--- src/rtl/nes_pkg.sv ---
package nes_pkg;

  typedef enum logic [2:0] {
    M_IDLE  = 3'd0,
    M_PROG  = 3'd1,
    M_ERASE = 3'd2,
    M_CHIP  = 3'd3,
    M_SWAIT = 3'd4,
    M_SUSP  = 3'd5,
    M_SPROG = 3'd6
  } mode_e;

  typedef enum logic [2:0] {
    EV_NONE,
    EV_PROG,
    EV_SECT,
    EV_BLK,
    EV_CHIP
  } ev_e;

  localparam logic [7:0]  K_UNLK1  = 8'hAA;
  localparam logic [7:0]  K_UNLK2  = 8'h55;
  localparam logic [7:0]  K_ESETUP = 8'h80;
  localparam logic [7:0]  K_PROG   = 8'hA0;
  localparam logic [7:0]  K_CHIP   = 8'h10;
  localparam logic [7:0]  K_SECT   = 8'h50;
  localparam logic [7:0]  K_BLK    = 8'h30;
  localparam logic [7:0]  K_SUSP   = 8'hB0;
  localparam logic [7:0]  K_RES    = 8'h30;
  localparam logic [10:0] ADR_X    = 11'h555;
  localparam logic [10:0] ADR_Y    = 11'h2AA;

  // A mode counts as busy unless it is idle or fully suspended.
  function automatic logic mode_busy(mode_e m);
    return (m != M_IDLE) && (m != M_SUSP);
  endfunction

  // Two addresses fall in the same region when they agree above bit 'sh'.
  function automatic logic same_region(logic [31:0] a, logic [31:0] b, int unsigned sh);
    return (a >> sh) == (b >> sh);
  endfunction

endpackage

--- src/rtl/nes_strobe.sv ---
module nes_strobe #(
  parameter int AW = 21
) (
  input  logic          clk,
  input  logic          rst_n,
  input  logic          we_n,
  input  logic [AW-1:0] addr,
  input  logic [7:0]    din,
  output logic          cmd_vld,
  output logic [AW-1:0] cmd_addr,
  output logic [7:0]    cmd_data
);
  logic          we_q;
  logic [AW-1:0] a_lat;
  logic          fall_ev, rise_ev;

  assign fall_ev = we_q & ~we_n;
  assign rise_ev = ~we_q & we_n;

  always_ff @(posedge clk) begin
    if (!rst_n) begin
      we_q     <= 1'b1;
      a_lat    <= '0;
      cmd_vld  <= 1'b0;
      cmd_addr <= '0;
      cmd_data <= '0;
    end else begin
      we_q    <= we_n;
      cmd_vld <= rise_ev;
      if (fall_ev) a_lat <= addr;
      if (rise_ev) begin
        cmd_addr <= a_lat;
        cmd_data <= din;
      end
    end
  end

  // the address of a write is the one present at the falling strobe
  assert_addr_fall_R5: assert property (@(posedge clk) disable iff (!rst_n)
    fall_ev |=> a_lat == $past(addr));

endmodule

--- src/rtl/nes_unlock.sv ---
module nes_unlock
  import nes_pkg::*;
#(
  parameter int AW = 21
) (
  input  logic          clk,
  input  logic          rst_n,
  input  logic          en,
  input  logic          cmd_vld,
  input  logic [AW-1:0] cmd_addr,
  input  logic [7:0]    cmd_data,
  output ev_e           ev,
  output logic          dec_idle
);
  logic [2:0]  step, step_nx;
  logic        at_x, at_y;

  assign at_x     = cmd_addr[10:0] == ADR_X;
  assign at_y     = cmd_addr[10:0] == ADR_Y;
  assign dec_idle = step == 3'd0;

  always_comb begin
    step_nx = 3'd0;
    ev      = EV_NONE;
    if (en && cmd_vld) begin
      case (step)
        3'd0: if (at_x && cmd_data == K_UNLK1) step_nx = 3'd1;
        3'd1: if (at_y && cmd_data == K_UNLK2) step_nx = 3'd2;
        3'd2: begin
          if (at_x && cmd_data == K_ESETUP) step_nx = 3'd3;
          else if (at_x && cmd_data == K_PROG) step_nx = 3'd6;
        end
        3'd3: if (at_x && cmd_data == K_UNLK1) step_nx = 3'd4;
        3'd4: if (at_y && cmd_data == K_UNLK2) step_nx = 3'd5;
        3'd5: begin
          if (cmd_data == K_CHIP && at_x) ev = EV_CHIP;
          else if (cmd_data == K_SECT) ev = EV_SECT;
          else if (cmd_data == K_BLK) ev = EV_BLK;
        end
        3'd6: ev = EV_PROG;
        default: step_nx = 3'd0;
      endcase
    end
  end

  always_ff @(posedge clk) begin
    if (!rst_n)       step <= 3'd0;
    else if (!en)     step <= 3'd0;
    else if (cmd_vld) step <= step_nx;
  end

  // a byte that no sequence uses sends the decoder back to its start
  assert_mismatch_R4: assert property (@(posedge clk) disable iff (!rst_n)
    (en && cmd_vld && cmd_data == 8'h00 && step != 3'd6) |=> step == 3'd0);

endmodule

--- src/rtl/nes_timer.sv ---
module nes_timer #(
  parameter int CW = 8
) (
  input  logic          clk,
  input  logic          rst_n,
  input  logic          load,
  input  logic [CW-1:0] load_val,
  input  logic          run,
  output logic          last
);
  logic [CW-1:0] cnt;

  assign last = run && cnt == CW'(1);

  always_ff @(posedge clk) begin
    if (!rst_n)                   cnt <= '0;
    else if (load)                cnt <= load_val;
    else if (run && cnt != '0)    cnt <= cnt - 1'b1;
  end

  // a paused count keeps its remaining value
  assert_hold_R8: assert property (@(posedge clk) disable iff (!rst_n)
    (!load && !run) |=> $stable(cnt));

endmodule

--- src/rtl/nor_erase_seq.sv ---
module nor_erase_seq
  import nes_pkg::*;
#(
  parameter int AW       = 21,
  parameter int SEC_W    = 11,
  parameter int BLK_W    = 15,
  parameter int PROG_CYC = 350,
  parameter int SECT_CYC = 900000,
  parameter int BLK_CYC  = 900000,
  parameter int CHIP_CYC = 2000000,
  parameter int SUSP_CYC = 500,
  parameter int SUSP_MAX = 500
) (
  input  logic          clk,
  input  logic          rst_n,
  input  logic          we_n,
  input  logic [AW-1:0] addr,
  input  logic [7:0]    din,
  input  logic          wp_n,
  output logic          busy,
  output logic [2:0]    mode
);
  localparam int ERS_MAX = (SECT_CYC > BLK_CYC) ? ((SECT_CYC > CHIP_CYC) ? SECT_CYC : CHIP_CYC)
                                                : ((BLK_CYC > CHIP_CYC) ? BLK_CYC : CHIP_CYC);
  localparam int AUX_LIM = (PROG_CYC > SUSP_MAX) ? PROG_CYC : SUSP_MAX;
  localparam int CNT_MAX = (ERS_MAX > AUX_LIM) ? ERS_MAX : AUX_LIM;
  localparam int CW      = $clog2(CNT_MAX + 1);
  localparam int SUSP_EFF = (SUSP_CYC > SUSP_MAX) ? SUSP_MAX : SUSP_CYC;
  localparam int NT      = 2;   // timer 0: erase length, timer 1: program / suspend latency

  mode_e         st, st_nx;
  logic          cmd_vld;
  logic [AW-1:0] cmd_addr;
  logic [7:0]    cmd_data;
  ev_e           ev;
  logic          dec_idle, dec_en;
  logic [AW-1:0] rgn_base;
  logic          rgn_blk, rgn_blk_nx;
  logic [AW-1:0] rgn_base_nx;

  logic [NT-1:0] t_load, t_run, t_last;
  logic [CW-1:0] t_val [NT];

  // named events for the checks
  logic susp_hit, resume_hit, chip_blocked, prog_guarded, in_rgn;

  nes_strobe #(.AW(AW)) u_strobe (
    .clk(clk), .rst_n(rst_n), .we_n(we_n), .addr(addr), .din(din),
    .cmd_vld(cmd_vld), .cmd_addr(cmd_addr), .cmd_data(cmd_data)
  );

  assign dec_en = (st == M_IDLE) || (st == M_SUSP);

  nes_unlock #(.AW(AW)) u_dec (
    .clk(clk), .rst_n(rst_n), .en(dec_en), .cmd_vld(cmd_vld),
    .cmd_addr(cmd_addr), .cmd_data(cmd_data), .ev(ev), .dec_idle(dec_idle)
  );

  for (genvar g = 0; g < NT; g++) begin : g_tmr
    nes_timer #(.CW(CW)) u_tmr (
      .clk(clk), .rst_n(rst_n), .load(t_load[g]), .load_val(t_val[g]),
      .run(t_run[g]), .last(t_last[g])
    );
  end

  assign in_rgn = same_region(32'(cmd_addr), 32'(rgn_base),
                              rgn_blk ? BLK_W : SEC_W);
  assign susp_hit     = (st == M_ERASE) && cmd_vld && cmd_data == K_SUSP && !t_last[0];
  assign resume_hit   = (st == M_SUSP) && cmd_vld && cmd_data == K_RES && dec_idle;
  assign chip_blocked = (st == M_IDLE) && ev == EV_CHIP && !wp_n;
  assign prog_guarded = (st == M_SUSP) && ev == EV_PROG && in_rgn;

  assign t_run[0] = (st == M_ERASE) || (st == M_CHIP);
  assign t_run[1] = (st == M_PROG) || (st == M_SWAIT) || (st == M_SPROG);

  always_comb begin
    st_nx       = st;
    t_load      = '0;
    t_val[0]    = CW'(SECT_CYC);
    t_val[1]    = CW'(PROG_CYC);
    rgn_base_nx = rgn_base;
    rgn_blk_nx  = rgn_blk;
    case (st)
      M_IDLE: begin
        case (ev)
          EV_PROG: begin st_nx = M_PROG; t_load[1] = 1'b1; end
          EV_SECT: begin
            st_nx = M_ERASE; t_load[0] = 1'b1;
            rgn_base_nx = cmd_addr; rgn_blk_nx = 1'b0;
          end
          EV_BLK: begin
            st_nx = M_ERASE; t_load[0] = 1'b1; t_val[0] = CW'(BLK_CYC);
            rgn_base_nx = cmd_addr; rgn_blk_nx = 1'b1;
          end
          EV_CHIP: if (wp_n) begin
            st_nx = M_CHIP; t_load[0] = 1'b1; t_val[0] = CW'(CHIP_CYC);
          end
          default: ;
        endcase
      end
      M_PROG:  if (t_last[1]) st_nx = M_IDLE;
      M_CHIP:  if (t_last[0]) st_nx = M_IDLE;
      M_ERASE: begin
        if (t_last[0]) st_nx = M_IDLE;
        else if (susp_hit) begin
          st_nx = M_SWAIT; t_load[1] = 1'b1; t_val[1] = CW'(SUSP_EFF);
        end
      end
      M_SWAIT: if (t_last[1]) st_nx = M_SUSP;
      M_SUSP: begin
        if (resume_hit) st_nx = M_ERASE;
        else if (ev == EV_PROG && !in_rgn) begin
          st_nx = M_SPROG; t_load[1] = 1'b1;
        end
      end
      M_SPROG: if (t_last[1]) st_nx = M_SUSP;
      default: st_nx = M_IDLE;
    endcase
  end

  always_ff @(posedge clk) begin
    if (!rst_n) begin
      st       <= M_IDLE;
      rgn_base <= '0;
      rgn_blk  <= 1'b0;
    end else begin
      st       <= st_nx;
      rgn_base <= rgn_base_nx;
      rgn_blk  <= rgn_blk_nx;
    end
  end

  assign mode = st;
  assign busy = mode_busy(st);

  // chip erase refused under write protect
  assert_chip_wp_R3: assert property (@(posedge clk) disable iff (!rst_n)
    chip_blocked |=> mode == 3'd0);

  // program and chip erase only ever end, never change to another mode
  assert_lock_R6: assert property (@(posedge clk) disable iff (!rst_n)
    (st == M_PROG || st == M_CHIP) |=> (mode == $past(mode) || mode == 3'd0));

  // a suspend request leaves the erase and stays busy
  assert_susp_R7: assert property (@(posedge clk) disable iff (!rst_n)
    susp_hit |=> (mode == 3'd4 && busy));

  // resume goes straight back to erasing
  assert_resume_R9: assert property (@(posedge clk) disable iff (!rst_n)
    resume_hit |=> (mode == 3'd2 && busy));

  // a program aimed at the suspended region leaves the part suspended
  assert_guard_R10: assert property (@(posedge clk) disable iff (!rst_n)
    prog_guarded |=> (mode == 3'd5 && !busy));

endmodule

--- config.mk ---
export PLATFORM = sky130hd
export DESIGN_NAME = nor_erase_seq
export DESIGN_NICKNAME = d
export VERILOG_FILES = /design/src/rtl/nes_pkg.sv /design/src/rtl/nes_strobe.sv /design/src/rtl/nes_unlock.sv /design/src/rtl/nes_timer.sv /design/src/rtl/nor_erase_seq.sv
export SDC_FILE = /design/constraint.sdc
export NUM_CORES = 1
export LEC_CHECK = 0
export ABC_AREA = 0
export BUFFER_PORTS_ARGS = -buffer_cell sky130_fd_sc_hd__buf_4
export CORE_ASPECT_RATIO = 1.75
export CORE_MARGIN = 8
export CORE_UTILIZATION = 50
export DETAILED_ROUTE_END_ITERATION = 12
export HOLD_SLACK_MARGIN = 0.02
export PLACE_DENSITY_LB_ADDON = 0.15
export SLEW_MARGIN = 20
export SYNTH_ARGS = -nofsm -noshare
export SYNTH_HDL_FRONTEND = slang
export SYNTH_SLANG_ARGS = --single-unit
--- constraint.sdc ---
create_clock -name clk -period 2.25 [get_ports clk]
set_clock_uncertainty 0.15 [all_clocks]
set_input_delay 0.1125 -clock clk [delete_from_list [all_inputs] [get_ports clk]]
set_output_delay 0.1125 -clock clk [all_outputs]
set_load 0.005 [all_outputs]
* Word level (Yosys, flattened, before mapping)
Cells that the tools add are included.
** Storage, ports and cells
- Logic and storage cells :: 138
- Register bits :: 122
- Bits of input ports :: 33
- Output and inout port bits :: 4
** Cells by class
- Multiplexer cells :: 44
- Eq/ne operators :: 37
- Reductions and logical operators :: 38
- Shift-type cells :: 2
- $add $sub $neg :: 2
- Bitwise operators :: 4
** Operators by type and width (number)
- $mux W21 :: 9
- $shr A21 B4 Y32 :: 2
- $mux W3 :: 17
- $eq A21 B1 Y1 const B :: 2
- $reduce_bool A21 Y1 :: 2
- $sub A21 B1 Y21 const B :: 2
- $eq A32 B32 Y1 :: 1
- $eq A8 B8 Y1 const B :: 4
- $eq A3 B3 Y1 const B :: 7
- $eq A3 B2 Y1 const B :: 6
- $logic_and A1 B1 Y1 :: 18
- $pmux W3 S6 :: 1
- $eq A8 B7 Y1 const B :: 2
- $pmux W3 S5 :: 1
- $eq A11 B10 Y1 const B :: 1
- $eq A11 B11 Y1 const B :: 1
- $eq A3 B1 Y1 const B :: 3
- $pmux W3 S3 :: 1
- $eq A8 B5 Y1 const B :: 1
- $eq A8 B6 Y1 const B :: 1
- $mux W1 :: 8
- $mux W8 :: 1
- $reduce_and A7 Y1 :: 1
- $logic_not A3 Y1 :: 2
- other kinds (16) :: 33

* Depth between registers and ports, before layout
- Word-level depth :: 12
- Mapped depth :: 10
- Gate-level depth less buffers :: 8

* By module
A second synthesis with hierarchy kept.
** Second synthesis, totals
- Cell total of the unflattened synthesis :: 655
- Area total of the unflattened synthesis :: 5953.2 um^2
** Modules (own cells, without submodules)
- nes_timer :: area each 1305.0 um^2, instances 2, sequential area each 420.4 um^2, cells an instance 143
- nes_strobe :: area each 1974.4 um^2, instances 1, sequential area each 1041.0 um^2, cells an instance 201
- nor_erase_seq :: area each 947.2 um^2, instances 1, sequential area each 280.3 um^2, cells an instance 118
- nes_unlock :: area each 421.7 um^2, instances 1, sequential area each 60.1 um^2, cells an instance 50

* Least setup slack after synthesis
OpenSTA, ideal clock, no wires.
- Kind :: reg-to-reg
- Start :: register g_tmr[0].u_tmr.cnt[0]
- End :: register g_tmr[0].u_tmr.cnt[15]
- Data required time :: 1.968 ns
- Buffers on the path :: 2
- Slack :: -0.047 ns
- Cell stages (with the launch flop) :: 11
- Arrival time :: 2.014 ns
- Clock period less this slack :: 2.297 ns
- Library setup time :: 0.132 ns
- Path through :: dfxtp_1 inv_1 ha_1 nor3b_1 and3_1 clkbuf_1 a211o_1 buf_2 nor4_1 xnor2_1 a21oi_1
** On the way
- Cells in the longest elaborated chain, start to end :: 3
- Elaborated cells between the ends (all ways) :: 6
- Those cells by class :: add/sub: 1; mux: 2; reduce/logical: 3
** Ends and longest elaborated chain
- from (decl) :: line nes_timer.sv:11 : logic [CW-1:0] cnt;
- from (signal assigned) :: line nes_timer.sv:17 : else if (load) cnt <= load_val;
- from (signal assigned) :: line nes_timer.sv:18 : else if (run && cnt != '0) cnt <= cnt - 1'b1;
- $sub A21 B1 Y21 or $reduce_bool A21 Y1 (tied branches) :: line nes_timer.sv:18
- $mux W21 or $logic_and A1 B1 Y1 (tied branches) :: line nes_timer.sv:18
- $mux W21 or $reduce_bool A2 Y1 (tied branches)
Parallel ways exist; a longest one is shown, timed or not. The select of a mux whose other input is x is not followed.
A chain may end at the register's enable or synchronous reset.

* Final worst setup path
- Start :: register u_strobe.cmd_data[7]
- End :: register st[0] (netlist: mode[0])
** On the way
- Cells in the longest elaborated chain, start to end :: 10
- Elaborated cells between the ends (all ways) :: 28
- Those cells by class :: eq/ne: 12; mux: 8; reduce/logical: 8
** Ends and longest elaborated chain
- from (decl) :: line nes_strobe.sv:11 : output logic [7:0] cmd_data
- from (signal assigned) :: line nes_strobe.sv:33 : cmd_data <= din;
- $eq A8 B6 Y1 :: line nes_unlock.sv:38, nor_erase_seq.sv:69
- $mux W2 :: line nes_unlock.sv:38 : else if (cmd_data == K_BLK) ev = EV_BLK;
- $mux W3 :: line nes_unlock.sv:37 : else if (cmd_data == K_SECT) ev = EV_SECT;
- $mux W3 :: line nes_unlock.sv:36 : if (cmd_data == K_CHIP && at_x) ev = EV_CHIP;
- $pmux W3 S2 :: line nes_unlock.sv:26 : case (step)
- $mux W3 :: line nes_unlock.sv:25 : if (en && cmd_vld) begin
- $eq A3 B2 Y1 or $eq A3 B1 Y1 (tied branches) :: line nor_erase_seq.sv:85, nor_erase_seq.sv:112
- $reduce_or A2 Y1 (no line) or $logic_and A1 B1 Y1 (tied branches)
- $pmux W3 S3, or another cell as far along :: line nor_erase_seq.sv:85 : case (ev)
- $pmux W3 S6 or $reduce_and A7 Y1 (tied branches)
- to (signal assigned) :: line nor_erase_seq.sv:127 : st <= st_nx;
- to (decl) :: line nor_erase_seq.sv:31 : mode_e st, st_nx;
Parallel ways exist; a longest one is shown, timed or not.

==> flow_metrics.py <==
metrics = {
    "outcome": {
        "status": "finished clean",
    },
    "logic_synthesis": {
        "synth_seq_cells": 111,
        "synth_xor_area_share_pct": 6.57,
        "synth_area_per_cell_um2": 8.08,
        "synth-edff-count": 0,
        "synth_cell_types": 62,
        "synth_area_mm2": 0.00507,
        "synth-compound-area-share_pct": 16.8,
        "netlist_instances": 627,
        "synth_ff_type": "dfxtp_1",
        "synthArstFlopShare_pct": 0,
        "yosys.area_share.simple_pct": 28.8,
        "synth_top_family_by_area": "simple AND/OR/NAND/NOR gates",
        "synthMuxAreaShare_pct": 0.197,
        "synth_nets": 664,
        "yosysWarnings": 0,
        "synth_seq_area_share_pct": 43.8,
        "synth_fa_ha_area_share_pct": 0.987,
    },
    "global_routing": {
        "grt_max_degree": 46,
        "grt_overflow": 0,
        "grt_pass1_wl_mm": 22.4,
        "grt_pass1_vias": 4857,
        "antenna_found_initial": 0,
        "grt_use_total_pct": 19.8,
    },
    "floorplanning": {
        "start_util_pct": 51.5,
        "core_area_mm2": 0.00985,
        "fp-row-count": 48,
        "die-width_um": 92.1,
        "dieArea_mm2": 0.0137,
        "pin_count": 37,
        "die_y_um": 149,
    },
    "setup_path": {
        "cp_slowest_stage_delay_ns": 0.59,
        "crit_chain": "or4b_4, nor3_4, and4_4, o22ai_2, or4_4, a21oi_2",
        "cp-end-kind": "flip-flop",
        "cp_max_fo": 4,
        "cp_data_arrival_time_ns": 2.38,
        "worstSetupPathType": "reg2reg",
        "cp-start-kind": "flip-flop",
        "cp.required_ns": 2.38,
        "crit_buf_inv": 0,
        "cp_top_family": "simple AND/OR/NAND/NOR gates",
        "cpMaxStageDelayCell": "or4b_4",
    },
    "final_layout": {
        "final_common_cell": "nand2_1",
        "final_layout_size_suffix_gt1_share_pct": 21.3,
        "final_nets": 774,
        "final_cells": 867,
        "fin_area_mm2": 0.00671,
        "syn_to_final_growth_pct": 32.3,
        "regArea_mm2": 0.00223,
        "utilization_pct": 68.1,
        "final_cell_mix": "nand2_1, dfxtp_1, buf_4",
        "multi_input_area_mm2": 0.00288,
        "antenna_cells": 0,
        "fillers": 804,
    },
    "flow_run": {
        "cap_violations": 0,
    },
    "power": {
        "power_mw": 4.10,
        "pwr-share-seq_pct": 49.2,
        "combPwrFrac_pct": 5.6,
        "p_int_mw": 3.22,
        "peakVddDrop_v": 0.000597,
        "switchingPower_mw": 0.886,
        "p_clk_share_pct": 45.3,
        "sw_frac_of_total_pct": 21.6,
        "leakagePower_nw": 2.62,
        "power_density_mw_per_mm2": 611,
    },
    "sta": {
        "setup_slack_ns": 0.00274,
        "hold_ws_ns": 0.103,
        "post-route-period-util_pct": 99.9,
        "layout_min_cycle_time_ns": 2.25,
        "rsz0062_at_grt": "true",
        "final-max-slew-violation-count": 0,
        "max-slew-margin-rel_pct": 47.5,
        "final-hold-violation-count": 0,
        "max_freq_ghz": 0.445,
        "tightest_slew_ns": 0.787,
        "tns_ns": 0,
        "finalSetupViolCount": 0,
    },
    "clocking": {
        "cts-buffers-inserted": 9,
        "cts.clk_slew.worst_paths_ns": 0.07,
        "htreeDepth": 3,
        "cts_sinks": 111,
        "ctsLongestPathBuffers": 2,
        "clk-insertion-delay-late_ns": 0.34,
        "root_buffer": "clkbuf_16",
        "cts_tree": "built",
    },
    "drt": {
        "totalWireLength_mm": 13.3,
        "viasPerCell": 5.56,
        "drc": 0,
        "drt_iter0_markers": 233,
        "detail-route-antenna-nets": 0,
        "first_pass_iters": 5,
        "wl_per_cell_um": 15.4,
        "routed-via-count": 4820,
    },
    "placement": {
        "gp_congestion": 0.943,
        "portBuffers": 36,
        "placed_area_mm2": 0.00583,
        "placedCellCount": 816,
        "dp.final_hpwl_mm": 9.34,
        "place_ws_ns": -0.0322,
    },
    "worst_hold_path": {
        "min_path_type": "in2reg",
    },
}
[kinds of logic (layout without fill, tap and decap cells)]
kind of cell | after synthesis | count (layout)
fa+ha+maj | 4 | 4
flops | 111 | 111
simple gates | 296 | 296
buf+inv | 37 | 152
xor+xnor | 38 | 38
compound gates | 140 | 140
mux | 1 | 1
[synthesized netlist by cell type (all sizes together) (2+ instances only)]
cell,n,area share [%]
o31ai,3,0.44
nand3b,3,0.44
o41ai,2,0.72
dfxtp,111,44
o21ai,14,1.4
a21oi,86,8.5
o22ai,3,0.37
nor2b,5,0.62
o311a,4,0.79
or4,4,0.67
a211o,2,0.35
and3,6,0.74
a21o,3,0.44
nand4b,3,0.52
nand2,140,10
inv,9,0.67
buf,4,0.37
nor3,21,2.4
or2,2,0.25
xor2,8,1.4
a211oi,4,0.59
nand2b,14,2.0
nor4bb,5,0.99
ha,4,0.99
nand3,7,0.69
o211ai,3,0.54
a31oi,2,0.25
a311oi,2,0.35
or3,5,0.62
clkbuf,24,1.8
xnor2,30,5.2
o211a,2,0.39
nor4,17,2.3
nand4,7,0.86
or3b,2,0.35
nor2,48,3.6
o21a,2,0.30
[registers in the layout, summed over array words and instances, names as in the netlist]
| name | count |
|---|---|
| g_tmr.u_tmr.cnt | 42 |
| u_strobe.cmd_addr | 21 |
| u_dec.step | 3 |
| u_strobe.cmd_data | 8 |
| rgn_base | 10 |
| mode | 3 |
| rgn_blk | 1 |
| u_strobe.we_q | 1 |
| u_strobe.a_lat | 21 |
| u_strobe.cmd_vld | 1 |
[worst reg2reg max path, delay by kind of cell (launching register included)]
kind / cells / cell delay (ns)
AO/OA/AOI/OAI: 2 / 0.21
flip-flops: 1 / 0.32
AND/OR/NAND/NOR: 4 / 1.50
[metal layers]
| layer | wire (um) | track usage [%] |
|---|---|---|
| met5 | 0 | 0 |
| met1 | 5100 | 20.2 |
| met3 | 497 | 4.03 |
| met4 | 442 | 10.2 |
| met2 | 7300 | 36.8 |
[timing repair]
action | CTS | global route
endpoints found under the hold margin | 36 | 0
hold buffers | 32 | 0
gates resized for setup | 3 | 33
pin swaps | 4 | 17
buffers inserted | 1 | 2
endpoints found under the setup margin | 18 | 38
[final cells by class]
cell class                 instances  share of cell area, %
multi-input combinational        479                   43.0
sequential                       111                   33.2
timing repair buffer             127                   15.7
clock buffer                       9                   3.36
tap                              125                   2.33
clock inverter                     7                   1.90
inverter                           9                  0.504
[path summary, 6_finish.rpt]
path	start	endpoint	cells after the start	slack, ns
worst max-delay path	u_strobe.cmd_data[7]$_SDFFE_PN0P_	mode[0]$_SDFFE_PN0P_	6	0.003
worst min-delay path	wp_n	g_tmr[0].u_tmr.cnt[20]$_SDFFE_PN0P_	3	0.10
worst max register to register	u_strobe.cmd_data[7]$_SDFFE_PN0P_	mode[0]$_SDFFE_PN0P_	6	0.003
worst min register to register	g_tmr[1].u_tmr.cnt[20]$_SDFFE_PN0P_	g_tmr[1].u_tmr.cnt[20]$_SDFFE_PN0P_	2	0.30
[power by group through the flow]
| stage | registers [mW] | logic, mW | clock network [mW] |
|---|---|---|---|
| 2_1_floorplan | 2.06 | 0.105 | 0 |
| 3_3_place_gp | 2.06 | 0.177 | 0 |
| 3_5_place_dp | 2.06 | 0.180 | 0 |
| 4_1_cts | 2.02 | 0.225 | 1.88 |
| 5_1_grt | 2.02 | 0.253 | 1.96 |
| 6_report | 2.02 | 0.228 | 1.86 |
Note: power is estimated with default switching activity, not from simulation.
